===== config.mk =====
export PLATFORM = sky130hd
export DESIGN_NAME = xbus_irq_combiner
export DESIGN_NICKNAME = d
export VERILOG_FILES = /design/src/rtl/xirq_pkg.sv /design/src/rtl/xirq_edge_sync.sv /design/src/rtl/xirq_pending.sv /design/src/rtl/xirq_host_if.sv /design/src/rtl/xirq_irq_gen.sv /design/src/rtl/xbus_irq_combiner.sv
export SDC_FILE = /design/constraint.sdc
export NUM_CORES = 1
export LEC_CHECK = 0
export CORE_AREA = 5 5 99 73
export CTS_BUF_LIST = sky130_fd_sc_hd__clkbuf_8
export CTS_CLUSTER_SIZE = 8
export DETAILED_ROUTE_END_ITERATION = 8
export DIE_AREA = 0 0 104 78
export RECOVER_POWER = 25
export SYNTH_ARGS = -nofsm -noshare
export SYNTH_HDL_FRONTEND = slang
export SYNTH_SLANG_ARGS = --single-unit

===== constraint.sdc =====
create_clock -name clk -period 1.86 [get_ports clk]
set_input_delay 0.558 -clock clk [delete_from_list [all_inputs] [get_ports clk]]
set_output_delay 0.558 -clock clk [all_outputs]
set_load 0.05 [all_outputs]

===== src/rtl/xirq_pkg.sv =====
package xirq_pkg;

   // register addresses
   localparam int unsigned REG_PEND = 0;
   localparam int unsigned REG_IDENT = 1;

   // number of set bits in a wiring mask
   function automatic int unsigned mask_pop(logic [31:0] mask);
      int unsigned cnt;
      cnt = 0;
      for (int i = 0; i < 32; i++) begin
         if (mask[i]) cnt++;
      end
      return cnt;
   endfunction

   // position of the k-th set bit (ascending) in a wiring mask
   function automatic int unsigned nth_set(logic [31:0] mask, int unsigned k);
      int unsigned seen;
      int unsigned pos;
      seen = 0;
      pos = 0;
      for (int i = 0; i < 32; i++) begin
         if (mask[i]) begin
            if (seen == k) pos = i;
            seen++;
         end
      end
      return pos;
   endfunction

endpackage


===== src/rtl/xirq_edge_sync.sv =====
module xirq_edge_sync #(
   parameter int unsigned STAGES = 2
) (
   input  logic clk,
   input  logic rst_n,
   input  logic line_in,
   output logic rise_out
);
   if (STAGES < 2) begin : g_bad
      $error("xirq_edge_sync: STAGES must be at least 2");
   end

   logic [STAGES-1:0] chain_q;
   logic              last_q;

   always_ff @(posedge clk or negedge rst_n) begin
      if (!rst_n) begin
         chain_q <= '0;
         last_q  <= 1'b0;
      end else begin
         chain_q <= {chain_q[STAGES-2:0], line_in};
         last_q  <= chain_q[STAGES-1];
      end
   end

   assign rise_out = chain_q[STAGES-1] & ~last_q;
endmodule


===== src/rtl/xirq_pending.sv =====
module xirq_pending #(
   parameter int unsigned NUM_SRC = 8
) (
   input  logic               clk,
   input  logic               rst_n,
   input  logic [NUM_SRC-1:0] set_vec,
   input  logic [NUM_SRC-1:0] clr_vec,
   output logic [NUM_SRC-1:0] pend_q
);
   // set dominates clear for every flag
   always_ff @(posedge clk or negedge rst_n) begin
      if (!rst_n) pend_q <= '0;
      else        pend_q <= (pend_q & ~clr_vec) | set_vec;
   end
endmodule


===== src/rtl/xirq_host_if.sv =====
module xirq_host_if
   import xirq_pkg::*;
#(
   parameter int unsigned DATA_W    = 16,
   parameter int unsigned ADDR_W    = 2,
   parameter int unsigned NUM_SRC   = 8,
   parameter logic [7:0]  IDENT_VAL = 8'h21
) (
   input  logic               clk,
   input  logic               rst_n,
   input  logic               bus_sel,
   input  logic               bus_wr,
   input  logic [ADDR_W-1:0]  bus_addr,
   input  logic [DATA_W-1:0]  bus_wdata,
   output logic [DATA_W-1:0]  bus_rdata,
   input  logic [NUM_SRC-1:0] pend_in,
   output logic [NUM_SRC-1:0] clr_vec,
   output logic               ack_evt
);
   if (DATA_W < 8 || NUM_SRC >= DATA_W || ADDR_W < 1) begin : g_bad
      $error("xirq_host_if: bad width parameters");
   end

   logic              hit_pend;
   logic              hit_ident;
   logic [DATA_W-1:0] rd_word;
   logic              unused_hi;

   assign hit_pend  = (bus_addr == ADDR_W'(REG_PEND));
   assign hit_ident = (bus_addr == ADDR_W'(REG_IDENT));
   assign clr_vec   = (bus_sel && bus_wr && hit_pend) ? bus_wdata[NUM_SRC-1:0] : '0;
   assign ack_evt   = |clr_vec;
   assign unused_hi = ^bus_wdata[DATA_W-1:NUM_SRC];

   always_comb begin
      rd_word = '0;
      if (hit_pend)       rd_word[NUM_SRC-1:0] = pend_in;
      else if (hit_ident) rd_word[7:0] = IDENT_VAL;
   end

   always_ff @(posedge clk or negedge rst_n) begin
      if (!rst_n)                  bus_rdata <= '0;
      else if (bus_sel && !bus_wr) bus_rdata <= rd_word;
   end
endmodule


===== src/rtl/xirq_irq_gen.sv =====
module xirq_irq_gen #(
   parameter int unsigned GAP_CYCLES = 1
) (
   input  logic clk,
   input  logic rst_n,
   input  logic ack_evt,
   input  logic any_pend,
   output logic irq_out
);
   if (GAP_CYCLES < 1) begin : g_bad
      $error("xirq_irq_gen: GAP_CYCLES must be at least 1");
   end

   localparam int unsigned CW = (GAP_CYCLES > 1) ? $clog2(GAP_CYCLES) : 1;

   logic [CW-1:0] hold_q;

   always_ff @(posedge clk or negedge rst_n) begin
      if (!rst_n) begin
         hold_q  <= '0;
         irq_out <= 1'b0;
      end else if (ack_evt) begin
         hold_q  <= CW'(GAP_CYCLES - 1);
         irq_out <= 1'b0;
      end else if (hold_q != '0) begin
         hold_q  <= hold_q - 1'b1;
         irq_out <= 1'b0;
      end else begin
         irq_out <= any_pend;
      end
   end
endmodule


===== src/rtl/xbus_irq_combiner.sv =====
module xbus_irq_combiner
   import xirq_pkg::*;
#(
   parameter int unsigned LEG_W       = 16,
   parameter logic [LEG_W-1:0] LEG_MASK = 16'h1CF8,
   parameter int unsigned DATA_W      = 16,
   parameter int unsigned ADDR_W      = 2,
   parameter int unsigned SYNC_STAGES = 2,
   parameter int unsigned GAP_CYCLES  = 1,
   parameter logic [3:0]  VER_MAJOR   = 4'h2,
   parameter logic [3:0]  VER_ISSUE   = 4'h1
) (
   input  logic              clk,
   input  logic              rst_n,
   input  logic [LEG_W-1:0]  leg_req,
   input  logic              bus_sel,
   input  logic              bus_wr,
   input  logic [ADDR_W-1:0] bus_addr,
   input  logic [DATA_W-1:0] bus_wdata,
   output logic [DATA_W-1:0] bus_rdata,
   output logic              irq_out
);
   localparam int unsigned NUM_SRC   = mask_pop(32'(LEG_MASK));
   localparam logic [7:0]  IDENT_VAL = {VER_MAJOR, VER_ISSUE};

   if (LEG_W > 32 || NUM_SRC < 1 || NUM_SRC >= DATA_W) begin : g_bad
      $error("xbus_irq_combiner: bad wiring mask or widths");
   end

   logic [NUM_SRC-1:0] set_vec;
   logic [NUM_SRC-1:0] clr_vec;
   logic [NUM_SRC-1:0] pend_q;
   logic               ack_evt;
   logic               unused_lines;

   // lines with no flag are dropped here
   assign unused_lines = ^(leg_req & ~LEG_MASK);

   // dense packing: k-th wired line (ascending) feeds flag k
   for (genvar k = 0; k < NUM_SRC; k++) begin : g_src
      localparam int unsigned LINE = nth_set(32'(LEG_MASK), k);
      xirq_edge_sync #(.STAGES(SYNC_STAGES)) u_sync (
         .clk      (clk),
         .rst_n    (rst_n),
         .line_in  (leg_req[LINE]),
         .rise_out (set_vec[k])
      );
   end

   xirq_pending #(.NUM_SRC(NUM_SRC)) u_pend (
      .clk     (clk),
      .rst_n   (rst_n),
      .set_vec (set_vec),
      .clr_vec (clr_vec),
      .pend_q  (pend_q)
   );

   xirq_host_if #(
      .DATA_W    (DATA_W),
      .ADDR_W    (ADDR_W),
      .NUM_SRC   (NUM_SRC),
      .IDENT_VAL (IDENT_VAL)
   ) u_host (
      .clk       (clk),
      .rst_n     (rst_n),
      .bus_sel   (bus_sel),
      .bus_wr    (bus_wr),
      .bus_addr  (bus_addr),
      .bus_wdata (bus_wdata),
      .bus_rdata (bus_rdata),
      .pend_in   (pend_q),
      .clr_vec   (clr_vec),
      .ack_evt   (ack_evt)
   );

   xirq_irq_gen #(.GAP_CYCLES(GAP_CYCLES)) u_irq (
      .clk      (clk),
      .rst_n    (rst_n),
      .ack_evt  (ack_evt),
      .any_pend (|pend_q),
      .irq_out  (irq_out)
   );
endmodule


## After elaboration in Yosys (flattened, before gate mapping)

Index checks and enable logic that the tools add are counted.
W data, S select, Z words.

| operators by class | value |
|---|---|
| $add $sub $neg | 1 |
| equal/unequal tests | 1 |
| muxes and demuxes | 7 |
| bitwise operators | 19 |
| reduce and logical (&&, ||, !) cells | 7 |

Operator list:

| cell | count |
|---|---|
| $mux W8 | 2 |
| $reduce_or A8 Y1 | 2 |
| $and A1 B1 Y1 | 8 |
| $and A8 B8 Y8 | 1 |
| $not A1 Y1 | 8 |
| $not A8 Y8 | 1 |
| $or A8 B8 Y8 | 1 |
| $mux W6 | 1 |
| $mux W1 | 4 |
| $logic_and A1 B1 Y1 | 3 |
| $eq A2 B1 Y1 const B | 1 |
| $logic_not A2 Y1 | 1 |
| $logic_not A1 Y1 | 1 |
| $sub A1 B1 Y1 const B | 1 |

| storage, ports and cells | value |
|---|---|
| bits in registers | 42 |
| input port bits | 38 |

## Longest topological paths before layout

Gate-level depths: netlist of the first run.

| logic depth | value |
|---|---|
| depth in word-level cells | 6 |
| mapped depth | 4 |
| mapped depth without buffers | 3 |

## Modules after synthesis

A second synthesis of the first run with hierarchy kept.

| unflattened totals | value |
|---|---|
| cells, all modules | 105 |
| area, all modules | 1536.5 um^2 |

By module, submodules not included:

| module | times used | cells each | area each (um^2) |
|---|---|---|---|
| xirq_edge_sync | 8 | 4 | 88.8 |
| xirq_host_if | 1 | 44 | 480.5 |
| xirq_pending | 1 | 24 | 290.3 |
| xirq_irq_gen | 1 | 2 | 38.8 |
| xbus_irq_combiner | 1 | 3 | 16.3 |

## Worst setup path after synthesis of the first run

No wires, ideal clock.

| path | value |
|---|---|
| kind | input port to flip-flop |
| from | input port bus_addr[1] |
| to | register u_pend.pend_q[6] |
| data arrival time | 1.210 ns |
| slack | 0.529 ns |
| stages | 4 |
| cell sequence | and4bb_2 -> buf_2 -> nand2_1 -> a22o_1 |

| on the way | value |
|---|---|
| longest elaborated chain between the ends | 6 |

Ends and longest elaborated chain:

| item | RTL line | RTL |
|---|---|---|
| from (decl) | xbus_irq_combiner.sv:18 | `input logic [ADDR_W-1:0] bus_addr,` |
| $logic_not A2 Y1 | xirq_host_if.sv:29 | `assign hit_pend = (bus_addr == ADDR_W'(REG_PEND));` |
| $logic_and A1 B1 Y1 | xirq_host_if.sv:31 | `assign clr_vec = (bus_sel && bus_wr && hit_pend) ? bus_wdata[NUM_SRC-1:0] : '0;` |
| $mux W8 | xirq_host_if.sv:31 |  |
| $not A8 Y8 | xirq_pending.sv:13 | `else pend_q <= (pend_q & ~clr_vec) \| set_vec;` |
| $and A8 B8 Y8 | xirq_pending.sv:13 |  |
| $or A8 B8 Y8 | xirq_pending.sv:13 |  |
| to (signal assigned) | xirq_pending.sv:13 |  |
| to (decl) | xirq_pending.sv:8 | `output logic [NUM_SRC-1:0] pend_q` |

No other way between the ends.
A chain may end at the register's enable or synchronous reset.

## Worst setup path after layout of the first run

Same ends and word-level chain as after synthesis.

==> metrics.md, run 1 <==
| Metric | Value |
|---|---|
| Final TNS setup | `0 ns` |
| Top post-synthesis cells by area | `dfrtp_1 75%, a22o_1 8.9%, buf_4 4.4%` |
| Starting density of the core | `0.2247` |
| Final Slew Violations | `0` |
| Fin crit period | `1.524 ns` |
| Synth unique cells | `15` |
| Synth Cell Area | `1376 µm²` |
| # diodes | `0` |
| Congestion Overflow GR | `0` |
| Slew @ Worst Pin | `1.077 ns` |
| First-pass GRT wire length | `4202 µm` |
| Drt total wl | `2622 µm` |
| CTS H-tree lvls | `2` |
| Die Wd | `104 µm` |
| Final std cell area, no fill | `1847 µm²` |
| Commonest non-fill, non-tap cell in the layout | `dfrtp_1` |
| Most frequent cells in the layout | `41 x dfrtp_1, 20 x clkdlybuf4s50_1, 14 x a22o_1` |
| Hold slack | `0.3488 ns` |
| Number of global-route vias before repair | `836` |
| # DRC | `0` |
| CTS resizes | `0` |
| Worst Path Required | `2.03 ns` |
| Pre-CTS worst setup slack | `0.03610 ns` |
| Skew-Pair Late Insertion Delay | `0.29 ns` |
| CTS Hold Bufs | `0` |
| Register Area | `1026 µm²` |
| Seq/Total Area, Yosys | `0.7455` |
| Power, Total | `1.864 mW` |
| Final Setup Violations | `0` |
| PwrDens | `1009 nW/µm²` |
| Final Hold Fails | `0` |
| Via/cell ratio | `3.860` |
| RSZ-0062 raised after global routing | `no` |
| Clock Tree Buf Depth | `2` |
| Sw Ratio | `0.2588` |
| Core footprint | `6126 µm²` |
| Vias | `826` |
| Logic pwr share | `0.142` |
| CP Max Fanout | `9` |
| Row count | `24` |
| Syn. warnings | `0` |
| Chip Height | `78 µm` |
| Worst Skew | `0.007408 ns` |
| Max VDD drop | `0.3186 mV` |
| Highest clock rate | `0.6560 GHz` |
| Final Non-Filler Cells | `214` |
| Fill count | `633` |
| Inst Count DP | `206` |
| Pin count of the biggest net entering global routing | `24` |
| Port buffer count | `30` |
| CTS tree | `done` |
| Hold Path Class | `reg2reg` |
| Global Route Usage Sum | `0.06802` |
| Clock sinks | `41` |
| Die ar. | `8112 µm²` |
| Final period util | `0.8196` |
| Crit-path max cell delay | `0.45 ns` |
| Max-slew headroom | `0.2818` |
| Synth area leader | `dfrtp_1` |
| Area occupied by multi-input gates | `277.8 µm²` |
| Worst EP arrival | `1.70 ns` |
| Setup CP Type | `in2reg` |
| Initial antenna violation count | `0` |
| Gpl congestion | `0.6924` |
| Final core occ | `0.3015` |
| Cell breakdown of the critical path | `clkdlybuf4s50_1 -> and4bb_2 -> nand2_1 -> a22o_1` |
| CP max-delay cell | `and4bb_2` |
| Max-cap violations | `0` |
| Area share of the largest cell type after synthesis | `0.7455` |
| Dpl cell area | `1747 µm²` |
| Cell count after synthesis | `97` |
| Dpl hpwl | `2017 µm` |
| Status | `completed` |
| P_leak | `0.8333 nW` |
| Routed len/inst | `12.25 µm` |
| Layout Area Growth over Synthesis | `34.18%` |
| Final ANT Viol Nets | `0` |
| Final WS setup | `0.3356 ns` |
| TritonRoute pass-1 iters | `4` |
| Syn Area/Cell | `14.19 µm²` |
| Register share of total power | `0.527` |
| Initial drt markers | `45` |
| Clock share of power | `0.332` |
| Root Driver | `clkbuf_8` |
| Setup crit end kind | `register` |
| CTS buffer count | `5` |
| Io pins | `55` |
| Setup bufs post-CTS | `0` |
| Clk slew on worst S/H paths | `0.08 ns` |
| Element type at the critical path start | `primary input` |
| Fraction of layout cells with a size suffix above 1 | `0.1691` |
| Fin nets | `173` |
| Pint | `1.381 mW` |
| Net Sw Power | `0.4824 mW` |
| Flops & latches, synth | `41` |
-- synthesized netlist by cell type (all sizes together) --
library cell / instances
nand2: 11
a22oi: 1
buf: 9
conb: 1
dfrtp: 41
inv: 8
clkbuf: 1
a22o: 14
nor3: 1
nand2b: 1
nor2: 2
nor4: 4
o31ai: 2
and4bb: 1
-- final timing paths --
check,slack (ns),start,to,cells after the start
setup / recovery,0.34,bus_addr[1],u_pend.pend_q[6]$_DFF_PN0_,4
hold / removal,0.35,g_src[4].u_sync.chain_q[0]$_DFF_PN0_,g_src[4].u_sync.chain_q[1]$_DFF_PN0_,0
setup reg to reg,0.87,u_pend.pend_q[5]$_DFF_PN0_,u_irq.irq_out$_DFF_PN0_,2
hold reg to reg,0.35,g_src[4].u_sync.chain_q[0]$_DFF_PN0_,g_src[4].u_sync.chain_q[1]$_DFF_PN0_,0
max in group asynchronous,0.75,rst_n,u_host.bus_rdata[0]$_DFFE_PN0P_,2
min in group asynchronous,0.45,rst_n,u_pend.pend_q[4]$_DFF_PN0_,1
-- logic make-up after synthesis --
family | Yosys count | synth area share
and+or+nand+nor | 20 | 0.07455
buffers and inverters | 18 | 0.07181
other | 1 | 0.002725
DFF | 41 | 0.7455
AOI/OAI and AO/OA | 17 | 0.1055
-- worst max-delay path, delay by kind of cell --
family,cells,cell delay [ns]
compound gates,1,0.19
simple gates,2,0.53
buf+inv,1,0.41
-- area by class of cell --
cell class | instances | area share
clock buffers | 7 | 0.05217
clock inverters | 1 | 0.002710
flip-flops and latches | 41 | 0.5556
well taps | 78 | 0.05285
inverters | 8 | 0.01626
multi-input cells | 45 | 0.1504
repair buffers | 34 | 0.1701
-- registers in the layout, summed over array words and instances, names as in the netlist --
| name | count |
|---|---|
| u_pend.pend_q | 8 |
| u_irq.irq_out | 1 |
| g_src.u_sync.chain_q | 16 |
| u_host.bus_rdata | 8 |
| g_src.u_sync.last_q | 8 |
-- layer usage --
| layer | share of wire | GRT usage | vias to the layer above |
|---|---|---|---|
| met5 | 0 | 0 | - |
| met4 | 0.023 | 0.03881 | 0 |
| met3 | 0.059 | 0.02902 | 6 |
| met2 | 0.44 | 0.09669 | 25 |
| met1 | 0.48 | 0.08655 | 403 |
| li1 | - | - | 392 |
-- power by group through the flow --
| stage | clock network (mW) | logic, mW | registers [mW] |
|---|---|---|---|
| floorplan | 0 | 0.0882 | 1.06 |
| global placement | 0 | 0.264 | 0.998 |
| detailed placement | 0 | 0.268 | 1.00 |
| CTS | 0.643 | 0.268 | 0.983 |
| global route | 0.679 | 0.283 | 0.989 |
| finish | 0.618 | 0.264 | 0.982 |
Note: power is estimated with default switching activity, not from simulation.
==> run 2: changes to the inputs <==
Clock period 1.86 ns to 1.3 ns, I/O delays scaled along.
==> run 2 against run 1 <==
  * Final cell count is 2.3% higher
  * Worst setup slack worse by 0.29 ns
  * Count of clock-buffer cells in the layout is 2 lower
  * Clock skew is 0.0033 ns lower
  * Core utilization is 2.4 points higher
  * Power is 41% higher
  * Largest cell class unchanged
==> metrics.md, run 2 (synthesized netlist as in run 1, its figures left out) <==
| Metric | Value |
|---|---|
| Status | `completed (unchanged)` |
| Clk slew on worst S/H paths | `0.07 ns (was 0.08 ns)` |
| Commonest non-fill, non-tap cell in the layout | `dfrtp_1 (unchanged)` |
| Most flops, register | `g_src.u_sync.chain_q (unchanged)` |
| Dpl cell area | `1889 µm² (was 1747 µm²)` |
| Critical path depth in cells | `1 (was 4)` |
| Final Non-Filler Cells | `219 (was 214)` |
| Initial antenna violation count | `0 (unchanged)` |
| Die ar. | `8112 µm² (unchanged)` |
| P_leak | `0.9203 nW (was 0.8333 nW)` |
| Routed len/inst | `12.15 µm (was 12.25 µm)` |
| Highest clock rate | `0.7963 GHz` |
| Crit-path max cell delay | `0.42 ns (was 0.45 ns)` |
| Via/cell ratio | `3.858 (was 3.860)` |
| Worst R2R Start | `u_pend.pend_q[5]$_DFF_PN0_ (unchanged)` |
| Worst setup path startpoint | `u_host.bus_rdata[2]$_DFFE_PN0P_ (was bus_addr[1])` |
| Final std cell area, no fill | `1993 µm² (was 1847 µm²)` |
| Largest delay contributor family on the critical path | `flip-flops (was simple AND/OR/NAND/NOR gates)` |
| FF-to-FF setup slack | `0.27 ns (was 0.87 ns)` |
| Clock sinks | `41 (unchanged)` |
| Cell breakdown of the critical path | `buf_12 (was clkdlybuf4s50_1 -> and4bb_2 -> nand2_1 -> a22o_1)` |
| Worst R2R Path Depth | `2 (unchanged)` |
| # DRC | `0 (unchanged)` |
| GR Util met2 | `0.09478 (was 0.09669)` |
| M3 GR Usage | `0.02902 (unchanged)` |
| TritonRoute pass-1 iters | `4 (unchanged)` |
| Core footprint | `6126 µm² (unchanged)` |
| Final Hold Fails | `0 (unchanged)` |
| R2R Path End | `u_irq.irq_out$_DFF_PN0_ (unchanged)` |
| Port buffer count | `30 (unchanged)` |
| Layout Area Growth over Synthesis | `44.82% (was 34.18%)` |
| Fill count | `625 (was 633)` |
| Congestion Overflow GR | `0 (unchanged)` |
| Gpl congestion | `0.6967 (was 0.6924)` |
| Inst Count DP | `210 (was 206)` |
| Clock Tree Buf Depth | `2 (unchanged)` |
| Most frequent cells in the layout | `41 x dfrtp_1, 14 x a22o_1, 13 x clkdlybuf4s50_1 (was 41 x dfrtp_1, 20 x clkdlybuf4s50_1, 14 x a22o_1)` |
| # diodes | `0 (unchanged)` |
| CP max-delay cell | `dfrtp_1 (was and4bb_2)` |
| Starting density of the core | `0.2247 (unchanged)` |
| Number of global-route vias before repair | `873 (was 836)` |
| Die Wd | `104 µm (unchanged)` |
| Vias | `845 (was 826)` |
| Max VDD drop | `0.4208 mV (was 0.3186 mV)` |
| Io pins | `55 (unchanged)` |
| Fin nets | `178 (was 173)` |
| PwrDens | `1322 nW/µm² (was 1009 nW/µm²)` |
| Fin crit period | `1.256 ns` |
| Final ANT Viol Nets | `0 (unchanged)` |
| CTS H-tree lvls | `2 (unchanged)` |
| Setup CP Type | `reg2out (was in2reg)` |
| CTS tree | `done (unchanged)` |
| Pin count of the biggest net entering global routing | `42 (was 24)` |
| CP Max Fanout | `2 (was 9)` |
| Initial drt markers | `29 (was 45)` |
| Worst EP arrival | `0.87 ns (was 1.70 ns)` |
| Dpl hpwl | `1908 µm (was 2017 µm)` |
| CTS buffer count | `5 (unchanged)` |
| Worst path bufs/invs | `1 (unchanged)` |
| RSZ-0062 raised after global routing | `no (unchanged)` |
| Final TNS setup | `0 ns (unchanged)` |
| Final Slew Violations | `0 (unchanged)` |
| Skew-Pair Late Insertion Delay | `0.28 ns (was 0.29 ns)` |
| Top Usage Layer GRT | `met1 (was met2)` |
| Setup bufs post-CTS | `0 (unchanged)` |
| Final Setup Violations | `0 (unchanged)` |
| Root Driver | `clkbuf_8 (unchanged)` |
| Worst Setup EP | `bus_rdata[2] (was u_pend.pend_q[6]$_DFF_PN0_)` |
| Max-slew headroom | `0.3534 (was 0.2818)` |
| First-pass GRT wire length | `4395 µm (was 4202 µm)` |
| Largest register FFs | `16 (unchanged)` |
| Hold Path Class | `in2async (was reg2reg)` |
| Worst Skew | `0.004084 ns (was 0.007408 ns)` |
| Worst Path Required | `0.91 ns (was 2.03 ns)` |
| Final period util | `0.9661` |
| Fraction of layout cells with a size suffix above 1 | `0.2128 (was 0.1691)` |
| Chip Height | `78 µm (unchanged)` |
| GR Util met1 | `0.09568 (was 0.08655)` |
| Drt total wl | `2661 µm (was 2622 µm)` |
| Setup crit end kind | `output port (was register)` |
| Row count | `24 (unchanged)` |
| Max-cap violations | `0 (unchanged)` |
| Element type at the critical path start | `register (was primary input)` |
| Global Route Usage Sum | `0.06904 (was 0.06802)` |
| Slew @ Worst Pin | `0.9699 ns (was 1.077 ns)` |
-- run 2: cell types whose count changed in the layout (fill, tap and decap cells not counted), moves of 2 or more --
cell / delta
buf_12: +8
buf_4: -5
clkbuf_8: -2
clkdlybuf4s50_1: -7
dlygate4sd2_1: +4
dlymetal6s2s_1: +3
-- run 2: final cells by class --
class | instances | area, µm² | area share
Inverter | 8 | 30.03 | 0.01507
Multi-Input combinational cell | 46 | 311.5 | 0.1563
Clock buffer | 5 | 68.82 | 0.03453
Sequential cell | 41 | 1026 | 0.5148
Clock inverter | 3 | 13.76 | 0.006905
Tap cell | 78 | 97.59 | 0.04896
Timing Repair Buffer | 38 | 445.4 | 0.2235
-- run 2: worst min path at each step --
stage / from / to / slack, ns / cells past startpoint
floorplan: rst_n / g_src[0].u_sync.chain_q[0]$_DFF_PN0_ / 0.09 / 0
global placement: g_src[4].u_sync.chain_q[0]$_DFF_PN0_ / g_src[4].u_sync.chain_q[1]$_DFF_PN0_ / 0.33 / 0
detailed placement: g_src[2].u_sync.chain_q[0]$_DFF_PN0_ / g_src[2].u_sync.chain_q[1]$_DFF_PN0_ / 0.33 / 0
CTS: rst_n / g_src[6].u_sync.chain_q[1]$_DFF_PN0_ / 0.07 / 2
global route: g_src[7].u_sync.chain_q[0]$_DFF_PN0_ / g_src[7].u_sync.chain_q[1]$_DFF_PN0_ / 0.37 / 0
finish: rst_n / g_src[6].u_sync.chain_q[1]$_DFF_PN0_ / 0.34 / 2
-- run 2: power breakdown --
group          internal (mW)  leakage, nW  switching [mW]
registers               1.36        0.467          0.0610
logic                  0.212        0.404           0.244
clock network          0.364       0.0491           0.396
total                   1.93        0.920           0.701
-- run 2: what timing repair did --
| action | CTS | global route |
|---|---|---|
| hold buffers | 0 | 0 |
| resized for setup | 6 | 5 |
| gates cloned | 1 | 0 |
| pin swaps | 2 | 2 |
| endpoints found under the setup margin | 15 | 1 |
-- run 2: per-stage QoR --
| stage | total power [mW] | util | hold slack, ns | setup slack [ns] |
|---|---|---|---|---|
| 2_1_floorplan | 1.647 | - | 0.09441 | 0.1373 |
| 3_3_place_gp | 1.902 | 0.3084 | 0.3330 | -0.3535 |
| 3_5_place_dp | 1.909 | 0.3084 | 0.3347 | -0.3762 |
| 4_1_cts | 2.682 | 0.3248 | 0.07237 | 0.007842 |
| 5_1_grt | 2.772 | 0.3254 | 0.3667 | 0.005641 |
| 6_report | 2.635 | 0.3254 | 0.3426 | 0.04413 |
-- run 2: per-layer routing --
| metal | wire (µm) | up-vias |
|---|---|---|
| met5 | 0 | - |
| met4 | 31 | 0 |
| met3 | 162 | 5 |
| met2 | 1185 | 26 |
| met1 | 1281 | 410 |
| li1 | - | 404 |
